## src/rtl/wdg_pkg.sv

```systemverilog
// Shared definitions for the guarded watchdog: bus offsets, key values,
// control bit positions and the control word type.
package wdg_pkg;

    localparam logic [3:0]  OFF_CTRL  = 4'h0;
    localparam logic [3:0]  OFF_CNT   = 4'h4;
    localparam logic [3:0]  OFF_TOVAL = 4'h8;

    localparam logic [15:0] KEY_FIRST   = 16'h6A1C;
    localparam logic [15:0] KEY_SECOND  = 16'h95E3;
    localparam logic [31:0] KEY_WORD    = 32'h95E3_6A1C;
    localparam logic [31:0] KEY_REFRESH = 32'hB480_A602;

    localparam int B_STOP_RUN = 0;
    localparam int B_WAIT_RUN = 1;
    localparam int B_UPD      = 5;
    localparam int B_EN       = 7;
    localparam int B_SETTLED  = 10;
    localparam int B_OPEN     = 11;
    localparam int B_KEY32    = 13;

    typedef struct packed {
        logic key32;
        logic en;
        logic upd;
        logic wait_run;
        logic stop_run;
    } ctrl_t;

    localparam ctrl_t CTRL_RESET = '{key32: 1'b0, en: 1'b0, upd: 1'b1,
                                     wait_run: 1'b0, stop_run: 1'b0};

endpackage

```

## src/rtl/wdg_unlock.sv

```systemverilog
// Key-sequence detector and unlock window.
// Assumes: cnt_wr is a write to the counter offset, and cfg_hit is a
// configuration write that the top has already accepted. Keys are ignored
// once the committed update-permit bit is clear.
module wdg_unlock
    import wdg_pkg::*;
#(
    parameter int UNLOCK_WIN = 16
) (
    input  logic        clk,
    input  logic        rst_n,
    input  logic        cnt_wr,
    input  logic [31:0] wdata,
    input  logic        key32,
    input  logic        upd,
    input  logic        cfg_hit,
    output logic        unlocked
);
    localparam int WW = $clog2(UNLOCK_WIN + 1);

    logic          half_seen;
    logic [WW-1:0] win_left;
    logic          key_done;

    // Unlock completes on the 32-bit key or on the second half of the pair.
    always_comb begin
        if (key32)
            key_done = upd && cnt_wr && (wdata == KEY_WORD);
        else
            key_done = upd && cnt_wr && half_seen && (wdata[15:0] == KEY_SECOND);
    end

    // Remember a first key half; any other counter write clears it.
    always_ff @(posedge clk) begin
        if (!rst_n)
            half_seen <= 1'b0;
        else if (cnt_wr)
            half_seen <= !key32 && upd && (wdata[15:0] == KEY_FIRST);
    end

    // Open the window on a key, close it after a write or when time runs out.
    always_ff @(posedge clk) begin
        if (!rst_n) begin
            unlocked <= 1'b0;
            win_left <= '0;
        end else if (key_done) begin
            unlocked <= 1'b1;
            win_left <= WW'(UNLOCK_WIN - 1);
        end else if (unlocked) begin
            if (cfg_hit || win_left == '0)
                unlocked <= 1'b0;
            else
                win_left <= win_left - 1'b1;
        end
    end

endmodule

```

## src/rtl/wdg_cfg.sv

```systemverilog
// Configuration stage: holds the committed control word and timeout limit.
// Assumes: cfg_hit marks an accepted write. The written value waits
// SETTLE_CYC cycles before it is committed, and busy is high in the meantime.
// A new accepted write restarts the wait.
module wdg_cfg
    import wdg_pkg::*;
#(
    parameter int           CNT_W      = 16,
    parameter int           SETTLE_CYC = 4,
    parameter logic [CNT_W-1:0] TOVAL_RST = CNT_W'(1000)
) (
    input  logic             clk,
    input  logic             rst_n,
    input  logic             cfg_hit,
    input  logic             sel_toval,
    input  ctrl_t            wr_ctrl,
    input  logic [CNT_W-1:0] wr_toval,
    output ctrl_t            ctrl,
    output logic [CNT_W-1:0] toval,
    output logic             busy
);
    localparam int SW = $clog2(SETTLE_CYC + 1);

    ctrl_t            pend_ctrl;
    logic [CNT_W-1:0] pend_toval;
    logic             pend_sel;
    logic [SW-1:0]    settle_left;
    logic             commit;

    assign commit = busy && (settle_left == '0) && !cfg_hit;

    // Capture an accepted write and count down the settle interval.
    always_ff @(posedge clk) begin
        if (!rst_n) begin
            busy        <= 1'b0;
            settle_left <= '0;
            pend_ctrl   <= CTRL_RESET;
            pend_toval  <= '0;
            pend_sel    <= 1'b0;
        end else if (cfg_hit) begin
            busy        <= 1'b1;
            settle_left <= SW'(SETTLE_CYC - 1);
            pend_ctrl   <= wr_ctrl;
            pend_toval  <= wr_toval;
            pend_sel    <= sel_toval;
        end else if (busy) begin
            if (settle_left == '0)
                busy <= 1'b0;
            else
                settle_left <= settle_left - 1'b1;
        end
    end

    // Move the staged value into the live register when settling ends.
    always_ff @(posedge clk) begin
        if (!rst_n) begin
            ctrl  <= CTRL_RESET;
            toval <= TOVAL_RST;
        end else if (commit) begin
            if (pend_sel)
                toval <= pend_toval;
            else
                ctrl <= pend_ctrl;
        end
    end

endmodule

```

## src/rtl/wdg_count.sv

```systemverilog
// Tick counter with a limit. Assumes the limit comes from the committed
// configuration. The count is cleared when the timer is disabled or on a
// refresh, and it stops once it reaches the limit.
module wdg_count #(
    parameter int CNT_W = 16
) (
    input  logic             clk,
    input  logic             rst_n,
    input  logic             en,
    input  logic             wait_run,
    input  logic             stop_run,
    input  logic             wait_mode,
    input  logic             stop_mode,
    input  logic             tick_en,
    input  logic             refresh,
    input  logic [CNT_W-1:0] toval,
    output logic [CNT_W-1:0] count,
    output logic             expired
);
    logic at_limit;
    logic gate_ok;

    assign at_limit = (count >= toval);
    assign gate_ok  = (!wait_mode || wait_run) && (!stop_mode || stop_run);
    assign expired  = en && at_limit;

    // Advance on a permitted tick, clear when disabled or refreshed.
    always_ff @(posedge clk) begin
        if (!rst_n)
            count <= '0;
        else if (!en || refresh)
            count <= '0;
        else if (tick_en && gate_ok && !at_limit)
            count <= count + 1'b1;
    end

endmodule

```

## src/rtl/guarded_wdog.sv

```systemverilog
// Top of the guarded watchdog: bus decode, read mux and the three stages.
// Assumes a single-cycle write strobe and a purely combinational read port
// with no side effects.
module guarded_wdog
    import wdg_pkg::*;
#(
    parameter int               CNT_W      = 16,
    parameter int               UNLOCK_WIN = 16,
    parameter int               SETTLE_CYC = 4,
    parameter logic [CNT_W-1:0] TOVAL_RST  = CNT_W'(1000)
) (
    input  logic        clk,
    input  logic        rst_n,
    input  logic        bus_wr,
    input  logic [3:0]  bus_addr,
    input  logic [31:0] bus_wdata,
    output logic [31:0] bus_rdata,
    input  logic        tick_en,
    input  logic        wait_mode,
    input  logic        stop_mode,
    output logic        expired
);
    logic             cnt_wr;
    logic             prot_wr;
    logic             cfg_hit;
    logic             unlocked;
    logic             busy;
    logic             refresh;
    ctrl_t            ctrl_live;
    ctrl_t            wr_ctrl;
    logic [CNT_W-1:0] toval_live;
    logic [CNT_W-1:0] count;

    // Decode writes by offset.
    assign cnt_wr  = bus_wr && (bus_addr == OFF_CNT);
    assign prot_wr = bus_wr && (bus_addr == OFF_CTRL || bus_addr == OFF_TOVAL);
    assign cfg_hit = prot_wr && unlocked;
    assign refresh = cnt_wr && (bus_wdata == KEY_REFRESH);

    // Map write-data bits onto the control fields.
    always_comb begin
        wr_ctrl.key32    = bus_wdata[B_KEY32];
        wr_ctrl.en       = bus_wdata[B_EN];
        wr_ctrl.upd      = bus_wdata[B_UPD];
        wr_ctrl.wait_run = bus_wdata[B_WAIT_RUN];
        wr_ctrl.stop_run = bus_wdata[B_STOP_RUN];
    end

    wdg_unlock #(.UNLOCK_WIN(UNLOCK_WIN)) u_unlock (
        .clk      (clk),
        .rst_n    (rst_n),
        .cnt_wr   (cnt_wr),
        .wdata    (bus_wdata),
        .key32    (ctrl_live.key32),
        .upd      (ctrl_live.upd),
        .cfg_hit  (cfg_hit),
        .unlocked (unlocked)
    );

    wdg_cfg #(.CNT_W(CNT_W), .SETTLE_CYC(SETTLE_CYC), .TOVAL_RST(TOVAL_RST)) u_cfg (
        .clk       (clk),
        .rst_n     (rst_n),
        .cfg_hit   (cfg_hit),
        .sel_toval (bus_addr == OFF_TOVAL),
        .wr_ctrl   (wr_ctrl),
        .wr_toval  (bus_wdata[CNT_W-1:0]),
        .ctrl      (ctrl_live),
        .toval     (toval_live),
        .busy      (busy)
    );

    wdg_count #(.CNT_W(CNT_W)) u_count (
        .clk       (clk),
        .rst_n     (rst_n),
        .en        (ctrl_live.en),
        .wait_run  (ctrl_live.wait_run),
        .stop_run  (ctrl_live.stop_run),
        .wait_mode (wait_mode),
        .stop_mode (stop_mode),
        .tick_en   (tick_en),
        .refresh   (refresh),
        .toval     (toval_live),
        .count     (count),
        .expired   (expired)
    );

    // Combinational read mux with status flags merged into the control word.
    always_comb begin
        bus_rdata = '0;
        case (bus_addr)
            OFF_CTRL: begin
                bus_rdata[B_KEY32]    = ctrl_live.key32;
                bus_rdata[B_OPEN]     = unlocked;
                bus_rdata[B_SETTLED]  = !busy;
                bus_rdata[B_EN]       = ctrl_live.en;
                bus_rdata[B_UPD]      = ctrl_live.upd;
                bus_rdata[B_WAIT_RUN] = ctrl_live.wait_run;
                bus_rdata[B_STOP_RUN] = ctrl_live.stop_run;
            end
            OFF_CNT:   bus_rdata = 32'(count);
            OFF_TOVAL: bus_rdata = 32'(toval_live);
            default:   bus_rdata = '0;
        endcase
    end

endmodule

```

## config.mk

```make
export PLATFORM = sky130hd
export DESIGN_NAME = guarded_wdog
export DESIGN_NICKNAME = d
export VERILOG_FILES = /design/src/rtl/wdg_pkg.sv /design/src/rtl/wdg_unlock.sv /design/src/rtl/wdg_cfg.sv /design/src/rtl/wdg_count.sv /design/src/rtl/guarded_wdog.sv
export SDC_FILE = /design/constraint.sdc
export NUM_CORES = 1
export LEC_CHECK = 0
export BUFFER_PORTS_ARGS = -buffer_cell sky130_fd_sc_hd__buf_2
export CAP_MARGIN = 20
export CORE_ASPECT_RATIO = 0.75
export CORE_MARGIN = 2
export CORE_UTILIZATION = 50
export CTS_CLUSTER_DIAMETER = 30
export DETAILED_ROUTE_END_ITERATION = 8
export GPL_TIMING_DRIVEN = 0
export HOLD_SLACK_MARGIN = 0.03
export PLACE_DENSITY = 0.73
export SLEW_MARGIN = 5
export SYNTH_ARGS = -nofsm -noshare
export SYNTH_HDL_FRONTEND = slang
export SYNTH_SLANG_ARGS = --single-unit
```

## constraint.sdc

```tcl
create_clock -name clk -period 2.1 [get_ports clk]
set_clock_uncertainty 0.15 [all_clocks]
set_input_delay 0.105 -clock clk [delete_from_list [all_inputs] [get_ports clk]]
set_output_delay 0.105 -clock clk [all_outputs]
set_load 0.03 [all_outputs]
```

==> impl_metrics.tcl <==
set metrics [dict create \
    fin_crit_sh_pct 117.2 \
    grt_pass1_wl_um 18330 \
    synth_ff_type "dfxtp_1" \
    cts.sinks 66 \
    relSlewSlack_pct 56.29 \
    finalMaxSlewViolations 0 \
    avgSynthCellArea_um2 8.160 \
    hold_viol_final 0 \
    yosys_warnings 0 \
    fin_nets 649 \
    cts-buffers-inserted 9 \
    critPathCaptureType "flip-flop" \
    ir_worst_vdd_v 0.0003145 \
    drive_gt1_share_pct 34.24 \
    diodes 0 \
    seq_area_um2 1359 \
    dpl_worst_slack_ns -0.3657 \
    period_needed_ns 2.461 \
    dp_hpwl_um 7774 \
    fmax_mhz 406.3 \
    synthCells 462 \
    violations "negative setup slack" \
    fillers 563 \
    drt-initial-drc-count 281 \
    status "finished with violations" \
    setup_viol 17 \
    multiInputGateArea_um2 2560 \
    overflow 0 \
    cp.arrival_ns 2.61 \
    wire_per_inst_um 16.86 \
    syn_to_final_growth_pct 39.36 \
    clockRootBuffer "clkbuf_8" \
    crit_family "compound AO/OA/AOI/OAI gates" \
    fin_tns_setup_ns -3.983 \
    synthDistinctLibCells 52 \
    p_leak_nw 2.068 \
    start_kind "flip-flop" \
    netlist_area_um2 3770 \
    std_cell_rows 27 \
    initial_core_util_pct 51.43 \
    clock_path_buffers 2 \
    coreArea_um2 7331 \
    worst_path_max_delay_cell "or4_4" \
    port_buffers 58 \
    htreeDepth 3 \
    die_h_um 79.20 \
    cts_tree "done" \
    critPathMaxFanout 5 \
    worstMarginPinSlew_ns 0.6533 \
    setup_slack_ns -0.3613 \
    drcViolationCount 0 \
    whs_ns 0.05936 \
    vias_per_cell 5.669 \
    gp_routability_congestion 0.9021 \
    critPathKind "reg -> reg" \
    power_density_nw_per_um2 506.8 \
    grtUsageTotal_pct 28.24 \
    synth.area.top_cells "dfxtp_1 (35%), nand2_1 (9.0%), ha_1 (7.0%), a21boi_0 (6.0%), mux2i_1 (3.5%)" \
    worst_hold_path_type "in -> reg" \
    grt_max_degree 13 \
    cp_cell_sequence "inv_1 > ha_4 > a21o_1 > a211oi_4 > buf_4 > o2111ai_4 > buf_6 > or4_4 > nand2_1" \
    required_ns 2.25 \
    die_w_um 104.3 \
    worst-path-buf-inv 3 \
    rsz0062_at_grt "true" \
    wl_um 11650 \
    synth_top_area_share_pct 35.05 \
    maxCapViolCount 0 \
    max_stage_delay_ns 0.46 \
    dr.pass1.iters 5 \
    ys_seq_area_share_pct 35.05 \
    synth.largest_area_cell "dfxtp_1" \
    antenna_found_initial 0 \
    fp.dieArea_um2 8258 \
    clk_pin_slew_ns 0.08 \
    clk-insertion-delay-late_ns 0.35 \
    grt_pass1_vias 3677 \
    vias 3917 \
    ioPinCount 75 \
    synth_async_sr_flop_share_pct 0 \
    ant_nets 0 \
    synth-edff-count 0 \
    ys_ff_latch 66 \
]
sequential cells by signal, summed over array words and instances, names as in the netlist:
signal / count
u_unlock.half_seen: 1
u_unlock.unlocked: 1
u_unlock.win_left: 5
u_cfg.settle_left: 3
u_cfg.busy: 1
u_cfg.pend_ctrl: 1
u_cfg.pend_toval: 16
u_cfg.ctrl: 5
u_cfg.pend_sel: 1
u_cfg.toval: 16
u_count.count: 16
kinds of logic (layout without fill, tap and decap cells):
kind of cell	count (synthesis)	count (layout)	share of synthesized area, %
buffers and inverters	61	174	7.899
adders and majority gates	21	21	6.970
muxes	14	14	3.750
xor gates and xnor gates	5	5	1.162
and+or+nand+nor	191	191	25.99
DFF	66	66	35.05
AOI/OAI and AO/OA	103	103	19.08
other	1	16	0.09947
through the flow:
| stage | std cells | util [%] | instance area [µm²] | total power [mW] |
|---|---|---|---|---|
| after floorplan | 477 | - | 3901 | 1.399 |
| after global placement | 636 | 58.90 | 4318 | 1.469 |
| after detailed placement | 636 | 58.90 | 4318 | 1.471 |
| after CTS | 685 | 68.97 | 5056 | 2.657 |
| after global routing | 691 | 71.67 | 5254 | 2.743 |
| final | 691 | 71.67 | 5254 | 2.662 |
worst min-delay path, stage by stage:
cell	delay (ns)
buf_2	0.09
o221ai_1	0.09
nor2_2	0.09
nand3_1	0.10
a21oi_2	0.05
power breakdown:
group / switching, mW / internal (mW) / leakage [nW]
Combinational: 0.125 / 0.100 / 1.43
Sequential: 0.0000000126 / 1.24 / 0.541
Clock: 0.528 / 0.665 / 0.102
final timing paths:
check	startpoint	end	slack, ns	depth (start not counted)
min	tick_en	u_count.count[0]	0.06	5
min reg2reg	u_cfg.pend_toval[2]	u_cfg.toval[2]	0.32	2
max	u_cfg.toval[9]	u_count.count[10]	-0.36	9
max reg2reg	u_cfg.toval[9]	u_count.count[10]	-0.36	9
timing repair:
action | 4_1_cts | 5_1_grt
hold buffers | 16 | 0
pin swaps | 16 | 21
hold endpoints to repair | 17 | 0
buffers inserted | 17 | 7
gates resized for setup | 55 | 42
gates cloned | 1 | 0
setup endpoints to repair | 23 | 54
area by class of cell:
type	count	area share, %
clock inverters	6	1.762
multi-input cells	350	48.73
plain buffers	34	4.334
flip-flops and latches	66	25.86
repair buffers	98	12.62
clock buffers	9	2.358
well taps	101	2.405
inverters	27	1.929
synthesized netlist by cell type, types with 2 or more instances:
| library cell | n |
|---|---|
| nand4_1 | 7 |
| nor4_1 | 5 |
| nand3_1 | 16 |
| or3_1 | 3 |
| a21boi_0 | 30 |
| a211oi_1 | 3 |
| nor3b_1 | 2 |
| o21ai_1 | 2 |
| dfxtp_1 | 66 |
| o211ai_1 | 10 |
| nor4b_1 | 3 |
| or4_1 | 8 |
| a21oi_1 | 18 |
| nand4b_1 | 4 |
| o31ai_1 | 4 |
| nor2b_1 | 8 |
| o21a_1 | 8 |
| nor2_1 | 20 |
| xnor2_1 | 4 |
| clkbuf_1 | 15 |
| mux2i_1 | 13 |
| a22o_1 | 9 |
| nor3_1 | 6 |
| ha_1 | 21 |
| inv_1 | 27 |
| and3_1 | 4 |
| buf_4 | 16 |
| o41ai_1 | 2 |
| nor4bb_1 | 3 |
| o21ai_0 | 12 |
| or2_2 | 3 |
| nand2_1 | 90 |
layer usage:
layer / up-vias / track usage [%] / wire [µm]
met4: 0 / 8.243 / 221
met1: 1867 / 37.92 / 5221
met3: 29 / 6.322 / 861
met2: 172 / 45.69 / 5349
li1: 1849 / - / -
met5: - / 0 / 0
cells in the final DEF, fill, tap and decap left out, types with 9 or more instances in the layout:
cell / Yosys / layout
o211ai_1: 10 / 10
a21oi_1: 18 / 10
dfxtp_1: 66 / 44
buf_2: 1 / 58
conb_1: 1 / 16
clkbuf_1: 15 / 11
buf_4: 16 / 34
dlygate4sd3_1: 0 / 16
a21boi_0: 30 / 30
nand3_1: 16 / 14
nand2_1: 90 / 89
inv_1: 27 / 23
dfxtp_2: 0 / 18
clkbuf_8: 0 / 10
a22o_1: 9 / 9
ha_1: 21 / 12
nor2_1: 20 / 13
mux2i_1: 13 / 13
Note: power is estimated with default switching activity, not from simulation.
